==> src/rtl/vm_pkg.sv <==
package vm_pkg;

    // Sum and carry of one full-adder bit slice.
    typedef struct packed {
        logic sum;
        logic cout;
    } fa_out_t;

    // Partial terms of the 2x2 base cell.
    typedef struct packed {
        logic t_ll;   // a0 & b0
        logic t_hl;   // a1 & b0
        logic t_lh;   // a0 & b1
        logic t_hh;   // a1 & b1
    } cell_terms_t;

    function automatic fa_out_t full_add(input logic x, input logic y, input logic ci);
        fa_out_t r;
        r.sum  = x ^ y ^ ci;
        r.cout = (x & y) | (x & ci) | (y & ci);
        return r;
    endfunction

    function automatic cell_terms_t cell_terms(input logic [1:0] a, input logic [1:0] b);
        cell_terms_t t;
        t.t_ll = a[0] & b[0];
        t.t_hl = a[1] & b[0];
        t.t_lh = a[0] & b[1];
        t.t_hh = a[1] & b[1];
        return t;
    endfunction

endpackage

==> src/rtl/vm_rca.sv <==
module vm_rca #(
    parameter int W = 8
) (
    input  logic [W-1:0] x,
    input  logic [W-1:0] y,
    output logic [W-1:0] s
);
    import vm_pkg::*;

    logic [W-1:0] cy;
    fa_out_t      slice [W];

    assign cy[0] = 1'b0;

    for (genvar i = 0; i < W; i++) begin : g_bit
        assign slice[i] = full_add(x[i], y[i], cy[i]);
        assign s[i]     = slice[i].sum;
        if (i < W - 1) begin : g_link
            assign cy[i+1] = slice[i].cout;
        end
    end

    // Carry out of the top slice is never needed by callers: widths are
    // chosen so that the sum cannot overflow.
    logic top_cout_unused;
    assign top_cout_unused = slice[W-1].cout;

endmodule

==> src/rtl/vm_cell2.sv <==
module vm_cell2 (
    input  logic [1:0] a,
    input  logic [1:0] b,
    output logic [3:0] p
);
    import vm_pkg::*;

    cell_terms_t t;
    logic        c1;

    assign t    = cell_terms(a, b);
    assign p[0] = t.t_ll;
    assign p[1] = t.t_hl ^ t.t_lh;
    assign c1   = t.t_hl & t.t_lh;
    assign p[2] = t.t_hh ^ c1;
    assign p[3] = t.t_hh & c1;

endmodule

==> src/rtl/vm_node.sv <==
module vm_node #(
    parameter int W = 16
) (
    input  logic [W-1:0]   a,
    input  logic [W-1:0]   b,
    output logic [2*W-1:0] p
);
    if (W == 2) begin : g_leaf
        vm_cell2 u_cell (
            .a (a),
            .b (b),
            .p (p)
        );
    end else begin : g_split
        localparam int H  = W / 2;
        localparam int FW = 3 * H;        // width of result bits [2W-1:H]

        logic [W-1:0] pp_ll, pp_hl, pp_lh, pp_hh;
        logic [W:0]   cross_s;
        logic [W:0]   mid_s;
        logic [FW-1:0] upper_s;

        vm_node #(.W(H)) u_ll (.a(a[H-1:0]), .b(b[H-1:0]), .p(pp_ll));
        vm_node #(.W(H)) u_hl (.a(a[W-1:H]), .b(b[H-1:0]), .p(pp_hl));
        vm_node #(.W(H)) u_lh (.a(a[H-1:0]), .b(b[W-1:H]), .p(pp_lh));
        vm_node #(.W(H)) u_hh (.a(a[W-1:H]), .b(b[W-1:H]), .p(pp_hh));

        // First adder: the two cross products.
        vm_rca #(.W(W+1)) u_add_cross (
            .x ({1'b0, pp_hl}),
            .y ({1'b0, pp_lh}),
            .s (cross_s)
        );

        // Second adder: fold in the upper half of the low product.
        vm_rca #(.W(W+1)) u_add_mid (
            .x (cross_s),
            .y ({{(H+1){1'b0}}, pp_ll[W-1:H]}),
            .s (mid_s)
        );

        // Final adder: high product sits H bits up inside the upper field.
        vm_rca #(.W(FW)) u_add_final (
            .x ({{(FW-W-1){1'b0}}, mid_s}),
            .y ({pp_hh, {H{1'b0}}}),
            .s (upper_s)
        );

        assign p = {upper_s, pp_ll[H-1:0]};
    end

endmodule

==> src/rtl/vedic_mul.sv <==
module vedic_mul #(
    parameter int WIDTH = 16
) (
    input  logic [WIDTH-1:0]   op_a,
    input  logic [WIDTH-1:0]   op_b,
    output logic [2*WIDTH-1:0] prod
);
    localparam int PW = 2 * WIDTH;

    logic [PW-1:0] tree_p;

    vm_node #(.W(WIDTH)) u_tree (
        .a (op_a),
        .b (op_b),
        .p (tree_p)
    );

    assign prod = tree_p;

endmodule

==> config.mk <==
export PLATFORM = sky130hd
export DESIGN_NAME = vedic_mul
export DESIGN_NICKNAME = d
export VERILOG_FILES = /design/src/rtl/vm_pkg.sv /design/src/rtl/vm_rca.sv /design/src/rtl/vm_cell2.sv /design/src/rtl/vm_node.sv /design/src/rtl/vedic_mul.sv
export SDC_FILE = /design/constraint.sdc
export NUM_CORES = 1
export LEC_CHECK = 0
export BUFFER_PORTS_ARGS = -buffer_cell sky130_fd_sc_hd__buf_2
export CORE_MARGIN = 8
export CORE_UTILIZATION = 65
export DETAILED_ROUTE_END_ITERATION = 10
export PLACE_DENSITY_LB_ADDON = 0.08
export SLEW_MARGIN = 20
export SYNTH_ARGS = -nofsm -noshare
export SYNTH_HDL_FRONTEND = slang
export SYNTH_SLANG_ARGS = --single-unit
==> constraint.sdc <==
create_clock -name vclk -period 32
set_input_delay 1.6 -clock vclk [all_inputs]
set_output_delay 1.6 -clock vclk [all_outputs]
set_load 0.005 [all_outputs]
Word level (Yosys, flattened, before mapping)
Cells that the tools add are included.

Output and inout bits: 32. Word-level logic and storage cells: 2094. Input bits: 32. Register bits: 0.

Bitwise logic cells: 2094.

Operators with widths (number): 1-bit AND (1063); 1-bit bitwise XOR (667); 1-bit OR (364).

Longest topological paths before layout
Depth after elaboration: 79. Depth in mapped cells: 47. Mapped depth without buffers: 46.

Cells and area by module
Synthesis repeated with hierarchy kept, for this count alone.

Cells, all modules: 839. Area, all modules: 11733.8 um2.

By module, submodules not included: vm_cell2 (cells each 6, sequential area each 0.0 um2, instances 64, area an instance 50.0 um2); vm_rca at u_tree.g_split.u_hh.g_split.u_hh.g_split.u_add_cross ... (cells each 5, sequential area each 0.0 um2, instances 32, area an instance 96.3 um2); vm_rca at u_tree.g_split.u_hh.g_split.u_hh.g_split.u_add_final ... (cells each 6, sequential area each 0.0 um2, instances 16, area an instance 116.4 um2); vm_rca at u_tree.g_split.u_hh.g_split.u_add_cross ... (cells each 9, sequential area each 0.0 um2, instances 8, area an instance 176.4 um2); vm_rca at u_tree.g_split.u_hh.g_split.u_add_final ... (cells each 12, sequential area each 0.0 um2, instances 4, area an instance 236.5 um2); vm_rca at u_tree.g_split.u_add_cross ... (cells each 17, sequential area each 0.0 um2, instances 2, area an instance 336.6 um2); vm_rca at u_tree.g_split.u_add_final (cells each 24, sequential area each 0.0 um2, instances 1, area an instance 476.7 um2); vm_node at u_tree ... (cells each 1, sequential area each 0.0 um2, instances 21, area an instance 3.8 um2).

Least setup slack after synthesis
OpenSTA, ideal clock, no wires.

Path kind: input to output. Start: in op_b[0]. End: out prod[31]. Buffers on the path: 1. Data arrival time: 13379 ps. Stages on the path: 43. Path slack: 17021 ps. Data required time: 30400 ps. Path through: buf_4 -> and2_1 -> ha_1 -> inv_1 -> fa_1 -> fa_1 -> inv_1 -> fa_1 -> ha_1 -> fa_1 -> fa_1 -> fa_1 -> fa_1 -> ha_1 -> ha_1 -> fa_1 -> fa_1 -> fa_1 -> [7 not listed] -> inv_1 -> fa_1 -> fa_1 -> fa_1 -> inv_1 -> fa_1 -> fa_1 -> fa_1 -> fa_1 -> fa_1 -> ha_1 -> ha_1 -> ha_1 -> ha_1 -> ha_1 -> ha_1 -> xor2_1 -> xnor2_1.

Word-level cells in the longest chain between the ends: 79. Elaborated cells between the ends (all ways): 696. Those cells by class: bitwise (696).

RTL lines: start: declaration (RTL line vedic_mul.sv:5) `input logic [WIDTH-1:0] op_b,`; 1-bit AND (on tied branches) (RTL line vm_pkg.sv:27, vm_pkg.sv:26); 1-bit bitwise XOR or 1-bit AND (tied branches) (RTL line vm_cell2.sv:13, vm_pkg.sv:20); 1-bit AND (RTL line vm_pkg.sv:20) `r.cout = (x & y) | (x & ci) | (y & ci);`; 1-bit OR (2 in series) (RTL line vm_pkg.sv:20); 1-bit AND (RTL line vm_pkg.sv:20); 1-bit OR (2 in series) (RTL line vm_pkg.sv:20); 1-bit bitwise XOR (4 in series) (RTL line vm_pkg.sv:19) `r.sum = x ^ y ^ ci;`; 1-bit AND (RTL line vm_pkg.sv:20); [51 not listed]; 1-bit OR (2 in series) (RTL line vm_pkg.sv:20); 1-bit AND (RTL line vm_pkg.sv:20); 1-bit OR (2 in series) (RTL line vm_pkg.sv:20); 1-bit AND (RTL line vm_pkg.sv:20); 1-bit OR (RTL line vm_pkg.sv:20); 1-bit OR * (RTL line vm_pkg.sv:20); 1-bit AND * (6 in series) (RTL line vm_pkg.sv:20); 1-bit bitwise XOR * (RTL line vm_pkg.sv:19); end: declaration (RTL line vedic_mul.sv:6) `output logic [2*WIDTH-1:0] prod`.

Every way passes the cells marked *; elsewhere a longest branch is shown, timed or not.

Worst setup path in the final report
Start: in op_a[2]. End: out prod[31].

Word-level cells in the longest chain between the ends: 79. Elaborated cells between the ends (all ways): 668. Those cells by class: bitwise (668).

RTL lines: start: declaration (RTL line vedic_mul.sv:4) `input logic [WIDTH-1:0] op_a,`; 1-bit AND (on tied branches) (RTL line vm_pkg.sv:28, vm_pkg.sv:26); 1-bit bitwise XOR or 1-bit AND (tied branches) (RTL line vm_cell2.sv:13, vm_pkg.sv:20); 1-bit AND (RTL line vm_pkg.sv:20); 1-bit OR (2 in series) (RTL line vm_pkg.sv:20); 1-bit AND (RTL line vm_pkg.sv:20); 1-bit OR (2 in series) (RTL line vm_pkg.sv:20); 1-bit bitwise XOR (4 in series) (RTL line vm_pkg.sv:19); 1-bit AND (RTL line vm_pkg.sv:20); [51 not listed]; 1-bit OR (2 in series) (RTL line vm_pkg.sv:20); 1-bit AND (RTL line vm_pkg.sv:20); 1-bit OR (2 in series) (RTL line vm_pkg.sv:20); 1-bit AND (RTL line vm_pkg.sv:20); 1-bit OR (RTL line vm_pkg.sv:20); 1-bit OR * (RTL line vm_pkg.sv:20); 1-bit AND * (6 in series) (RTL line vm_pkg.sv:20); 1-bit bitwise XOR * (RTL line vm_pkg.sv:19).

Marked as above.

==> run summary <==
Largest net degree at the start of global routing: 17
Final setup fails: 0
Routed Antenna Nets: 0
Mapped Cells: 1099
First-pass GRT wire length: 34300 um
Mapped Area: 10400 um^2
DR vias: 6617
Hold path endpoint: prod[0]
Total GRT Usage: 21.0%
Vias/cell: 4.91
Tcrit/Tclk final: 49.1%
# DRC: 0
Post-CTS Setup Bufs: 0
Yosys cell types: 8
# rows: 46
Number of fill cells: 1364
Slowest stage delay, CP: 0.47 ns
Initial antenna violation count: 0
Layout overhead on the synthesized area: 2.75%
Post-Route WL: 19800 um
Ports: 64
Die width: 143 um
Fmax: 0.0637 GHz
Detailed Routing Iterations Pass 1: 4
CTS Hold Bufs: 0
Final setup TNS: 0 ns
Syn Area/Cell: 9.47 um^2
CP dominant cell by count: fa_1
Die Area: 20300 um^2
Commonest non-fill, non-tap cell in the layout: inv_1
Die Y: 143 um
Tmin final: 15.70 ns
Seq. cell area: 0 um^2
Vias in the first global route: 7049
Sequential cell count: 0
CP max-delay cell: fa_1
Core Area: 15800 um^2
GP Congestion: 0.813
HP Class: primary input to output port
Wire per inst: 14.7 um
Max-cap viol count: 0
Crit path DAT: 14.10 ns
Starting Density: 66.0%
Outcome: finished clean
Post-synthesis sequential area ratio: 0%
Crit-path max FO: 16
Critical Path Source Type: primary input
Initial drt markers: 192
Syn_nets: 1574
RSZ-0062 raised after global routing: false
Slew HR: 71.8%
# clk buffers: 0
Layout cells sized above 1: 5.66%
Cts repair resizes: 0
CP bufs+invs: 6
Slew Limit Fails: 0
Final-report hold violation count: 0
WS Path Type: primary input to output port
Yosys warnings: 0
CP Data Required Time: 30.40 ns
Slew @ Worst Pin: 0.420 ns
Final #Nets: 1608
Hold Crit Depth: 3
Most frequent cells in the layout: inv_1 (326), ha_1 (261), and2_1 (256), fa_1 (182), buf_2 (64)
Antenna cell count: 0
Global route total overflow: 0
Port Buffer Count: 64
Final HPWL DP: 17200 um
Hold Crit Start: op_a[0]
CP Capture Type: output port
Top delay family on crit path: adder cells
## through the flow
step	setup WS [ns]	hold WS, ns	std cells	util (%)	instance area [um^2]
finish	16.30	3.67	1347	67.8	10700
global route	15.81	3.71	1347	67.8	10700
CTS	16.22	3.68	1347	67.8	10700
detailed placement	16.24	3.68	1347	67.8	10700
global placement	16.43	3.66	1347	67.8	10700
floorplan	17.02	3.32	1099	-	10400
## tightest hold or removal path, delay by kind of cell
kind                   cells  cell delay (ns)
buffers and inverters      2             0.30
AND/OR/NAND/NOR            1             0.17
## layer usage
| metal | share of wire, % | track usage (%) |
|---|---|---|
| met3 | 3.3 | 1.17 |
| met2 | 50 | 37.4 |
| met5 | 0 | 0 |
| met1 | 45 | 28.4 |
| met4 | 1.2 | 2.46 |
## synthesized netlist by cell type
master	n	area share (%)
buf_4	15	1.1
fa_1	182	35
ha_1	261	31
buf_6	17	1.8
xor2_1	33	2.8
and2_1	256	15
xnor2_1	9	0.76
inv_1	326	12
## area by class of cell
cell class / count / area (um^2) / area share (%)
Tap cell: 216 / 270 / 2.53
Multi-Input combinational cell: 741 / 8880 / 83.0
Inverter: 326 / 1220 / 11.4
Timing Repair Buffer: 64 / 320 / 3.00
## kinds of logic after synthesis
group | share of synthesized area (%)
XOR/XNOR | 3.53
adder cells (fa/ha/maj) | 66.4
buffers and inverters | 14.7
AND/OR/NAND/NOR | 15.4
## how the worst max path moves through the flow
stage	from	endpoint	depth (start not counted)
finish	op_a[2]	prod[31]	44
global route	op_a[2]	prod[31]	44
CTS	op_a[3]	prod[31]	44
detailed placement	op_a[2]	prod[31]	44
global placement	op_a[2]	prod[31]	44
floorplan	op_b[0]	prod[31]	43
Power is not shown: default switching activity piles up to over one toggle a cycle in this logic, so the estimate is an artifact.
